--- config.mk ---
export PLATFORM = sky130hd
export DESIGN_NAME = vreg_i2c_sink
export DESIGN_NICKNAME = d
export VERILOG_FILES = /design/src/rtl/vreg_pkg.sv /design/src/rtl/vreg_sync.sv /design/src/rtl/vreg_bus_edge.sv /design/src/rtl/vreg_rx_fsm.sv /design/src/rtl/vreg_level_map.sv /design/src/rtl/vreg_i2c_sink.sv
export SDC_FILE = /design/constraint.sdc
export NUM_CORES = 1
export LEC_CHECK = 0
export ABC_AREA = 1
export BUFFER_PORTS_ARGS = -buffer_cell sky130_fd_sc_hd__buf_2
export CORE_MARGIN = 10
export CORE_UTILIZATION = 55
export CTS_CLUSTER_DIAMETER = 30
export CTS_CLUSTER_SIZE = 10
export DETAILED_ROUTE_END_ITERATION = 16
export PLACE_DENSITY = 0.74
export SYNTH_ARGS = -nofsm -noshare
export SYNTH_HDL_FRONTEND = slang
export SYNTH_SLANG_ARGS = --single-unit
--- constraint.sdc ---
create_clock -name clk -period 3.5 [get_ports clk]
set_input_delay 0.35 -clock clk [delete_from_list [all_inputs] [get_ports clk]]
set_output_delay 0.35 -clock clk [all_outputs]
set_load 0.03 [all_outputs]
--- src/rtl/vreg_pkg.sv ---
`timescale 1ns/1ps
package vreg_pkg;
   typedef enum logic [2:0] {
      RX_IDLE,
      RX_ADDR,
      RX_WORD,
      RX_DATA,
      RX_SKIP
   } rx_state_t;
endpackage

--- src/rtl/vreg_sync.sv ---
`timescale 1ns/1ps
module vreg_sync #(
   parameter int unsigned WIDTH  = 2,
   parameter int unsigned STAGES = 2
) (
   input  logic             clk,
   input  logic             rst_n,
   input  logic [WIDTH-1:0] d,
   output logic [WIDTH-1:0] q
);
   logic [WIDTH-1:0] pipe [STAGES];

   generate
      if (STAGES < 2) begin : g_bad
         $error("vreg_sync needs at least two stages");
      end
      for (genvar s = 0; s < STAGES; s++) begin : g_stage
         if (s == 0) begin : g_first
            always_ff @(posedge clk or negedge rst_n) begin
               if (!rst_n) pipe[0] <= '1;
               else        pipe[0] <= d;
            end
         end else begin : g_next
            always_ff @(posedge clk or negedge rst_n) begin
               if (!rst_n) pipe[s] <= '1;
               else        pipe[s] <= pipe[s-1];
            end
         end
      end
   endgenerate

   assign q = pipe[STAGES-1];
endmodule

--- src/rtl/vreg_bus_edge.sv ---
`timescale 1ns/1ps
module vreg_bus_edge (
   input  logic clk,
   input  logic rst_n,
   input  logic scl_s,
   input  logic sda_s,
   output logic scl_rise,
   output logic scl_fall,
   output logic start_det,
   output logic stop_det
);
   logic scl_q, sda_q;

   always_ff @(posedge clk or negedge rst_n) begin
      if (!rst_n) begin
         scl_q <= 1'b1;
         sda_q <= 1'b1;
      end else begin
         scl_q <= scl_s;
         sda_q <= sda_s;
      end
   end

   assign scl_rise  =  scl_s & ~scl_q;
   assign scl_fall  = ~scl_s &  scl_q;
   assign start_det =  scl_s &  scl_q &  sda_q & ~sda_s;
   assign stop_det  =  scl_s &  scl_q & ~sda_q &  sda_s;
endmodule

--- src/rtl/vreg_rx_fsm.sv ---
`timescale 1ns/1ps
module vreg_rx_fsm
   import vreg_pkg::*;
#(
   parameter logic [6:0]  DEV_ADDR = 7'h08,
   parameter int unsigned CODE_W   = 6
) (
   input  logic              clk,
   input  logic              rst_n,
   input  logic              sda_s,
   input  logic              scl_rise,
   input  logic              scl_fall,
   input  logic              start_det,
   input  logic              stop_det,
   output logic              ack_drv,
   output logic [CODE_W-1:0] code,
   output logic              upd
);
   localparam logic [7:0] WR_BYTE = {DEV_ADDR, 1'b0};

   rx_state_t  state;
   logic [7:0] shreg;
   logic [7:0] ptr;
   logic [3:0] bitcnt;
   logic       ack_pend;
   logic [7:0] new_byte;

   assign new_byte = {shreg[6:0], sda_s};

   always_ff @(posedge clk or negedge rst_n) begin
      if (!rst_n) begin
         state    <= RX_IDLE;
         shreg    <= '0;
         ptr      <= '0;
         bitcnt   <= '0;
         ack_pend <= 1'b0;
         ack_drv  <= 1'b0;
         code     <= '0;
         upd      <= 1'b0;
      end else begin
         upd <= 1'b0;
         if (start_det) begin
            state    <= RX_ADDR;
            bitcnt   <= '0;
            ack_pend <= 1'b0;
            ack_drv  <= 1'b0;
         end else if (stop_det) begin
            state    <= RX_IDLE;
            ack_pend <= 1'b0;
            ack_drv  <= 1'b0;
         end else if (state == RX_ADDR || state == RX_WORD || state == RX_DATA) begin
            if (scl_rise && !ack_drv && bitcnt < 4'd8) begin
               shreg  <= new_byte;
               bitcnt <= bitcnt + 4'd1;
               if (bitcnt == 4'd7) begin
                  unique case (state)
                     RX_ADDR: begin
                        if (new_byte == WR_BYTE) ack_pend <= 1'b1;
                        else                     state    <= RX_SKIP;
                     end
                     RX_WORD: begin
                        ptr      <= new_byte;
                        ack_pend <= 1'b1;
                     end
                     default: begin
                        if (ptr == 8'h00) begin
                           code <= new_byte[CODE_W-1:0];
                           upd  <= 1'b1;
                        end
                        ptr      <= ptr + 8'd1;
                        ack_pend <= 1'b1;
                     end
                  endcase
               end
            end else if (scl_fall && ack_pend) begin
               ack_pend <= 1'b0;
               ack_drv  <= 1'b1;
            end else if (scl_fall && ack_drv) begin
               ack_drv <= 1'b0;
               bitcnt  <= '0;
               if (state == RX_ADDR) state <= RX_WORD;
               else                  state <= RX_DATA;
            end
         end
      end
   end

   AST_UPD_SINGLE:   assert property (@(posedge clk) disable iff (!rst_n)
                        upd |=> !upd);
   AST_CODE_HOLD:    assert property (@(posedge clk) disable iff (!rst_n)
                        !upd |-> $stable(code));
   AST_START_FREE:   assert property (@(posedge clk) disable iff (!rst_n)
                        start_det |=> !ack_drv);
   AST_DRV_IN_XFER:  assert property (@(posedge clk) disable iff (!rst_n)
                        ack_drv |-> (state != RX_IDLE && state != RX_SKIP));
endmodule

--- src/rtl/vreg_level_map.sv ---
`timescale 1ns/1ps
module vreg_level_map #(
   parameter int unsigned CODE_W   = 6,
   parameter int unsigned VOLT_W   = 6,
   parameter int unsigned BASE     = 15,
   parameter int unsigned MAX_CODE = 40,
   parameter bit          CLAMP_EN = 1'b1
) (
   input  logic [CODE_W-1:0] code,
   output logic [VOLT_W-1:0] volt
);
   localparam logic [CODE_W-1:0] MAX_C  = CODE_W'(MAX_CODE);
   localparam logic [VOLT_W-1:0] BASE_V = VOLT_W'(BASE);

   logic [CODE_W-1:0] lim;

   generate
      if (CLAMP_EN) begin : g_clamp
         assign lim = (code > MAX_C) ? MAX_C : code;
      end else begin : g_pass
         assign lim = code;
      end
   endgenerate

   assign volt = BASE_V + VOLT_W'(lim);
endmodule

--- src/rtl/vreg_i2c_sink.sv ---
`timescale 1ns/1ps
module vreg_i2c_sink #(
   parameter logic [6:0]  DEV_ADDR    = 7'h08,
   parameter int unsigned CODE_W      = 6,
   parameter int unsigned VOLT_W      = 6,
   parameter int unsigned BASE        = 15,
   parameter int unsigned MAX_CODE    = 40,
   parameter int unsigned SYNC_STAGES = 2
) (
   input  logic              clk,
   input  logic              rst_n,
   input  logic              scl_i,
   input  logic              sda_i,
   output logic              sda_pull_o,
   output logic [CODE_W-1:0] level_o,
   output logic [VOLT_W-1:0] volt_o,
   output logic              update_o
);
   localparam int unsigned TOP_V = BASE + MAX_CODE;

   generate
      if (TOP_V >= (1 << VOLT_W)) begin : g_vchk
         $error("volt_o too narrow for BASE + MAX_CODE");
      end
      if (MAX_CODE >= (1 << CODE_W)) begin : g_cchk
         $error("MAX_CODE does not fit the code width");
      end
   endgenerate

   logic [1:0] pins_s;
   logic       scl_rise, scl_fall, start_det, stop_det;

   vreg_sync #(.WIDTH(2), .STAGES(SYNC_STAGES)) u_sync (
      .clk(clk), .rst_n(rst_n), .d({scl_i, sda_i}), .q(pins_s)
   );

   vreg_bus_edge u_edge (
      .clk(clk), .rst_n(rst_n), .scl_s(pins_s[1]), .sda_s(pins_s[0]),
      .scl_rise(scl_rise), .scl_fall(scl_fall),
      .start_det(start_det), .stop_det(stop_det)
   );

   vreg_rx_fsm #(.DEV_ADDR(DEV_ADDR), .CODE_W(CODE_W)) u_rx (
      .clk(clk), .rst_n(rst_n), .sda_s(pins_s[0]),
      .scl_rise(scl_rise), .scl_fall(scl_fall),
      .start_det(start_det), .stop_det(stop_det),
      .ack_drv(sda_pull_o), .code(level_o), .upd(update_o)
   );

   vreg_level_map #(
      .CODE_W(CODE_W), .VOLT_W(VOLT_W), .BASE(BASE),
      .MAX_CODE(MAX_CODE), .CLAMP_EN(1'b1)
   ) u_map (
      .code(level_o), .volt(volt_o)
   );

   AST_VOLT_RANGE: assert property (@(posedge clk) disable iff (!rst_n)
                      (volt_o >= VOLT_W'(BASE)) && (volt_o <= VOLT_W'(TOP_V)));
   AST_ACK_ON_FALL: assert property (@(posedge clk) disable iff (!rst_n)
                      $rose(sda_pull_o) |-> $past(scl_fall));
endmodule

# ---- Word level (Yosys, flattened, before mapping)
# Index checks and enable logic that the tools add are counted.
dict set report word_totals {
  reg_bits 37
  input_bits 4
  output_inout_bits 14
  word_cells 106
}
dict set report classes {
  n_addsub 3
  magnitude_cmp 2
  eq_ne 13
  n_mux 39
  n_bitwise 15
  reduce_logical 22
}
# op count
set ops {}
lappend ops {{two-way mux 3 bit} 9}
lappend ops {{two-way mux 4 bit} 6}
lappend ops {{two-way mux 1 bit} 22}
lappend ops {{one-hot mux 8 bit (2 select lines)} 1}
lappend ops {{!= test 4 bit, second input constant} 3}
lappend ops {{AND reduction 4 bit} 3}
lappend ops {{AND reduction 6 bit} 2}
lappend ops {{nonzero test 4 bit} 3}
lappend ops {{adder 8 x 1 -> 8 bit, second input constant} 1}
lappend ops {{equality test 8 x 5 -> 1 bit, second input constant} 1}
lappend ops {{logical NOT 8 bit} 1}
lappend ops {{NOT 1 bit} 8}
lappend ops {{bitwise AND 1 bit} 7}
lappend ops {{AND reduction 7 bit} 1}
lappend ops {{adder 4 x 6 -> 6 bit, first input constant} 1}
lappend ops {{equality test 3 x 2 -> 1 bit, second input constant} 2}
lappend ops {{> comparator 6 bit, second input constant} 1}
lappend ops {{two-way mux 6 bit} 1}
lappend ops {{nonzero test 3 bit} 2}
lappend ops {{!= test 5 bit, second input constant} 1}
lappend ops {{adder 4 x 1 -> 4 bit, second input constant} 1}
lappend ops {{equality test 4 x 3 -> 1 bit, second input constant} 1}
lappend ops {{logical AND 1 bit} 4}
lappend ops {{less-than comparator 4 bit, second input constant} 1}
lappend ops {{10 further kinds} 11}

# ---- Depth between registers and ports, before layout
dict set report depth {
  ltp_word 9
  mapped_depth 10
  mapped_depth_nobuf 10
}

# ---- Modules after synthesis
# From an unflattened synthesis, not the netlist that was laid out.
dict set report hier_totals {
  hier_cells 279
  area_unflattened_um2 2078.2
}
# mod n_inst cells_each area_each_um2 seq_area_each_um2
set by_module_without_submodules {}
lappend by_module_without_submodules {vreg_rx_fsm 1 231 1727.9 775.7}
lappend by_module_without_submodules {vreg_level_map 1 29 136.4 0.0}
lappend by_module_without_submodules {vreg_sync 1 6 120.1 105.1}
lappend by_module_without_submodules {vreg_bus_edge 1 13 93.8 52.6}

# ---- Least setup slack after synthesis
# Ideal clock, no wire load.
dict set report synth_path {
  path_kind {register to output}
  startpoint {register u_rx.code[0]}
  endpoint {output port volt_o[4]}
  arrival_ns 1.984
  required_ns 3.150
  slack_ns 1.166
  path_stages_with_launch 9
  path_buffers 0
  path_cell_list {dfrtp_1 nor2_1 nand2_1 a31oi_1 nand2_1 ha_1 inv_1 nor2_1 xor2_1}
}
dict set report synth_via {
  elab_chain_cells 3
}
# item line
set synth_lines {}
lappend synth_lines {{start: declaration} vreg_rx_fsm.sv:16} ;# output logic [CODE_W-1:0] code,
lappend synth_lines {{start signal: assignment} vreg_rx_fsm.sv:67} ;# code <= new_byte[CODE_W-1:0];
lappend synth_lines {{> comparator 6 bit} vreg_level_map.sv:19} ;# assign lim = (code > MAX_C) ? MAX_C : code;
lappend synth_lines {{two-way mux 6 bit *} vreg_level_map.sv:19}
lappend synth_lines {{adder 4 x 6 -> 6 bit *} vreg_level_map.sv:25} ;# assign volt = BASE_V + VOLT_W'(lim);
lappend synth_lines {{end: declaration} vreg_i2c_sink.sv:16} ;# output logic [VOLT_W-1:0] volt_o,
# Every way passes the cells marked *; elsewhere a longest branch is shown, timed or not.

# ---- Worst setup path after layout
# Ends and elaborated chain as after synthesis.

==> flow_metrics.env <==
export IMPL_ctsRootBufferMaster="clkbuf_8"
export IMPL_relSlewSlack_pct=47.9
export IMPL_ant_nets=0
export IMPL_overflow=0
export IMPL_grt_pass1_wl_mm=7.44
export IMPL_area_growth_pct=10.5
export IMPL_netlist_cell_type_count=33
export IMPL_layout_drive_gt1_share_pct=17.0
export IMPL_die_y_um=81.0
export IMPL_worstPathMaxFanout=4
export IMPL_slowest_stage="dfrtp_1"
export IMPL_grt_max_degree=38
export IMPL_synth_area_um2=2050
export IMPL_max_clock_freq_mhz=450
export IMPL_antenna_cells=0
export IMPL_syn_nets=268
export IMPL_num_vias=1708
export IMPL_vias_per_cell=5.18
export IMPL_layout_common_cells="nand2_1 (72), inv_1 (36), dfrtp_1 (31), nand3_1 (28), buf_2 (17)"
export IMPL_cts_tree="built"
export IMPL_ios=18
export IMPL_power_leakage_nw=1.23
export IMPL_fillers=339
export IMPL_powerDensity_nw_per_um2=525
export IMPL_antenna_found_initial=0
export IMPL_worst_slack_ns=1.28
export IMPL_fin_tns_setup_ns=0
export IMPL_yosysWarnings=0
export IMPL_ys_top_cells_by_area="dfrtp_1 (38%), nand2_1 (13%), dfstp_2 (7.7%), nand3_1 (6.8%), inv_1 (6.6%)"
export IMPL_dieArea_um2=6570
export IMPL_rrSetupSlack_ns=1.80
export IMPL_avgSynthCellArea_um2=7.88
export IMPL_critPathTopFamily="flip-flops"
export IMPL_cts_made_buffers=5
export IMPL_path_cells="nor2_1, nand2_1, a31oi_1, nand2_1, ha_1, inv_1, nor2_1, xor2_1, buf_2"
export IMPL_critPathKind="flop to primary output"
export IMPL_clk_pin_slew_ns=0.08
export IMPL_track_usage_pct=13.9
export IMPL_coreArea_um2=3630
export IMPL_grt_pass1_vias=1743
export IMPL_synth_edff_count=0
export IMPL_setup_viol=0
export IMPL_ctsHoldBuffers=0
export IMPL_die_w_um=81.0
export IMPL_ir_worst_vdd_uv=392
export IMPL_status="completed"
export IMPL_synth_top_cell_area_share_pct=37.9
export IMPL_wl_per_cell_um=12.1
export IMPL_drc_errors=0
export IMPL_yosysTopAreaCell="dfrtp_1"
export IMPL_initialDrtViolationCount=87
export IMPL_dp_cells=322
export IMPL_worstMarginPinSlew_ns=0.782
export IMPL_cpPeakStageDelay_ns=0.41
export IMPL_finalClockSkew_ns=0.00921
export IMPL_post_cts_repair_setup_buffers=0
export IMPL_timing_final_max_slew_violations=0
export IMPL_cp_start_kind="flop"
export IMPL_ys_seq_elements=37
export IMPL_layout_commonest_cell="nand2_1"
export IMPL_timing_hold_violations_final=0
export IMPL_dp_slack_ns=1.60
export IMPL_hold_path_class="input pin to async pin"
export IMPL_synth_top_flop_cell="dfrtp_1"
export IMPL_fin_crit_sh_pct=63.5
export IMPL_start_util_pct=56.4
export IMPL_cp_num_buf_inv=2
export IMPL_rsz0062_at_grt="false"
export IMPL_num_rows=22
export IMPL_nets=289
export IMPL_wirelength_mm=3.98
export IMPL_cts_buffer_depth=2
export IMPL_syn_inst=260
export IMPL_clk_latency_ns=0.29
export IMPL_ys_seq_area_share_pct=45.5
export IMPL_finalCriticalPeriod_ns=2.22
export IMPL_cap_violations=0
export IMPL_dpl_hpwl_mm=3.01
export IMPL_clock_sinks=37
export IMPL_postCtsResizedCells=0
export IMPL_crit_path_end_kind="primary output"
export IMPL_port_buffers=17
export IMPL_critPathRequiredTime_ns=3.15
export IMPL_synthArstFlopShare_pct=100
export IMPL_firstDrtPassIters=4
export IMPL_gp_congestion=0.824
export IMPL_worst_ep_arrival_time_ns=1.87
export IMPL_fin_cells=330
export IMPL_htree_num_levels=2
[cells in the mapped netlist, drive strengths merged, types with 3 or more instances]
cell,instances
nand3,28
dfrtp,31
nand4,9
nor2,16
o21ai,23
o211ai,3
xor2,4
inv,43
ha,4
dfstp,6
nand2,76
a21oi,5
[registers in the layout (all words and copies together) (netlist names)]
name	cells
u_sync.q	2
u_rx.ptr	8
u_rx.ack_drv	1
u_rx.upd	1
u_rx.state	3
u_rx.bitcnt	4
u_sync.pipe	2
u_edge.sda_q	1
u_rx.shreg	7
u_edge.scl_q	1
u_rx.ack_pend	1
u_rx.code	6
[kinds of logic (layout without fill, tap and decap cells)]
| logic type | Yosys count | after routing | share of synthesized area [%] |
|---|---|---|---|
| xor+xnor | 4 | 4 | 1.71 |
| flops | 37 | 37 | 45.5 |
| simple gates | 133 | 133 | 30.7 |
| buf+inv | 47 | 69 | 9.83 |
| compound gates | 35 | 35 | 9.77 |
| fa+ha+maj | 4 | 4 | 2.44 |
[worst paths after layout]
check | endpoint | cells past startpoint | from
max reg2reg | u_rx.code[4]$_DFFE_PN0P_ | 9 | u_sync.q[1]$_DFF_PN1_
min in group clk | u_sync.pipe[2]$_DFF_PN1_ | 1 | sda_i
min | u_rx.ack_drv$_DFFE_PN0P_ | 1 | rst_n
max | volt_o[4] | 9 | u_rx.code[0]$_DFFE_PN0P_
max in group asynchronous | u_rx.shreg[1]$_DFFE_PN0P_ | 1 | rst_n
min reg2reg | u_sync.q[1]$_DFF_PN1_ | 0 | u_sync.pipe[3]$_DFF_PN1_
[cell type report]
type | instances | area, um2 | share of cell area [%]
flip-flops and latches | 37 | 933 | 41.2
multi-input cells | 176 | 915 | 40.4
clock buffers | 7 | 86.3 | 3.81
repair buffers | 17 | 85.1 | 3.76
well taps | 48 | 60.1 | 2.65
inverters | 44 | 178 | 7.85
clock inverters | 1 | 7.51 | 0.331
[where the power goes]
| part | internal [mW] | leakage (nW) | switching [mW] |
|---|---|---|---|
| clock | 0.160 | 0.0445 | 0.150 |
| sequential | 0.497 | 0.489 | 0.0519 |
| combinational | 0.0994 | 0.692 | 0.231 |
[routing by layer]
metal  wire [um]  vias up  track usage [%]  share of wire (%)
li1            -      872                -                  -
met3         183        5             4.08                4.6
met2        2040       29             24.4                 51
met4          38        0             4.67               0.95
met5           0        -                0                  0
met1        1720      802             15.9                 43
[stage by stage]
stage                     utilization [%]  hold WS [ns]  cell area [um2]  power [mW]
final                                62.3         0.142             2260        1.19
after CTS                            62.3         0.141             2260        1.20
after global routing                 62.3         0.139             2260        1.28
after global placement               59.7         0.346             2170       0.874
after floorplan                         -        0.0544             2050       0.805
after detailed placement             59.7         0.349             2170       0.886
(Power assumes the default switching activity.)
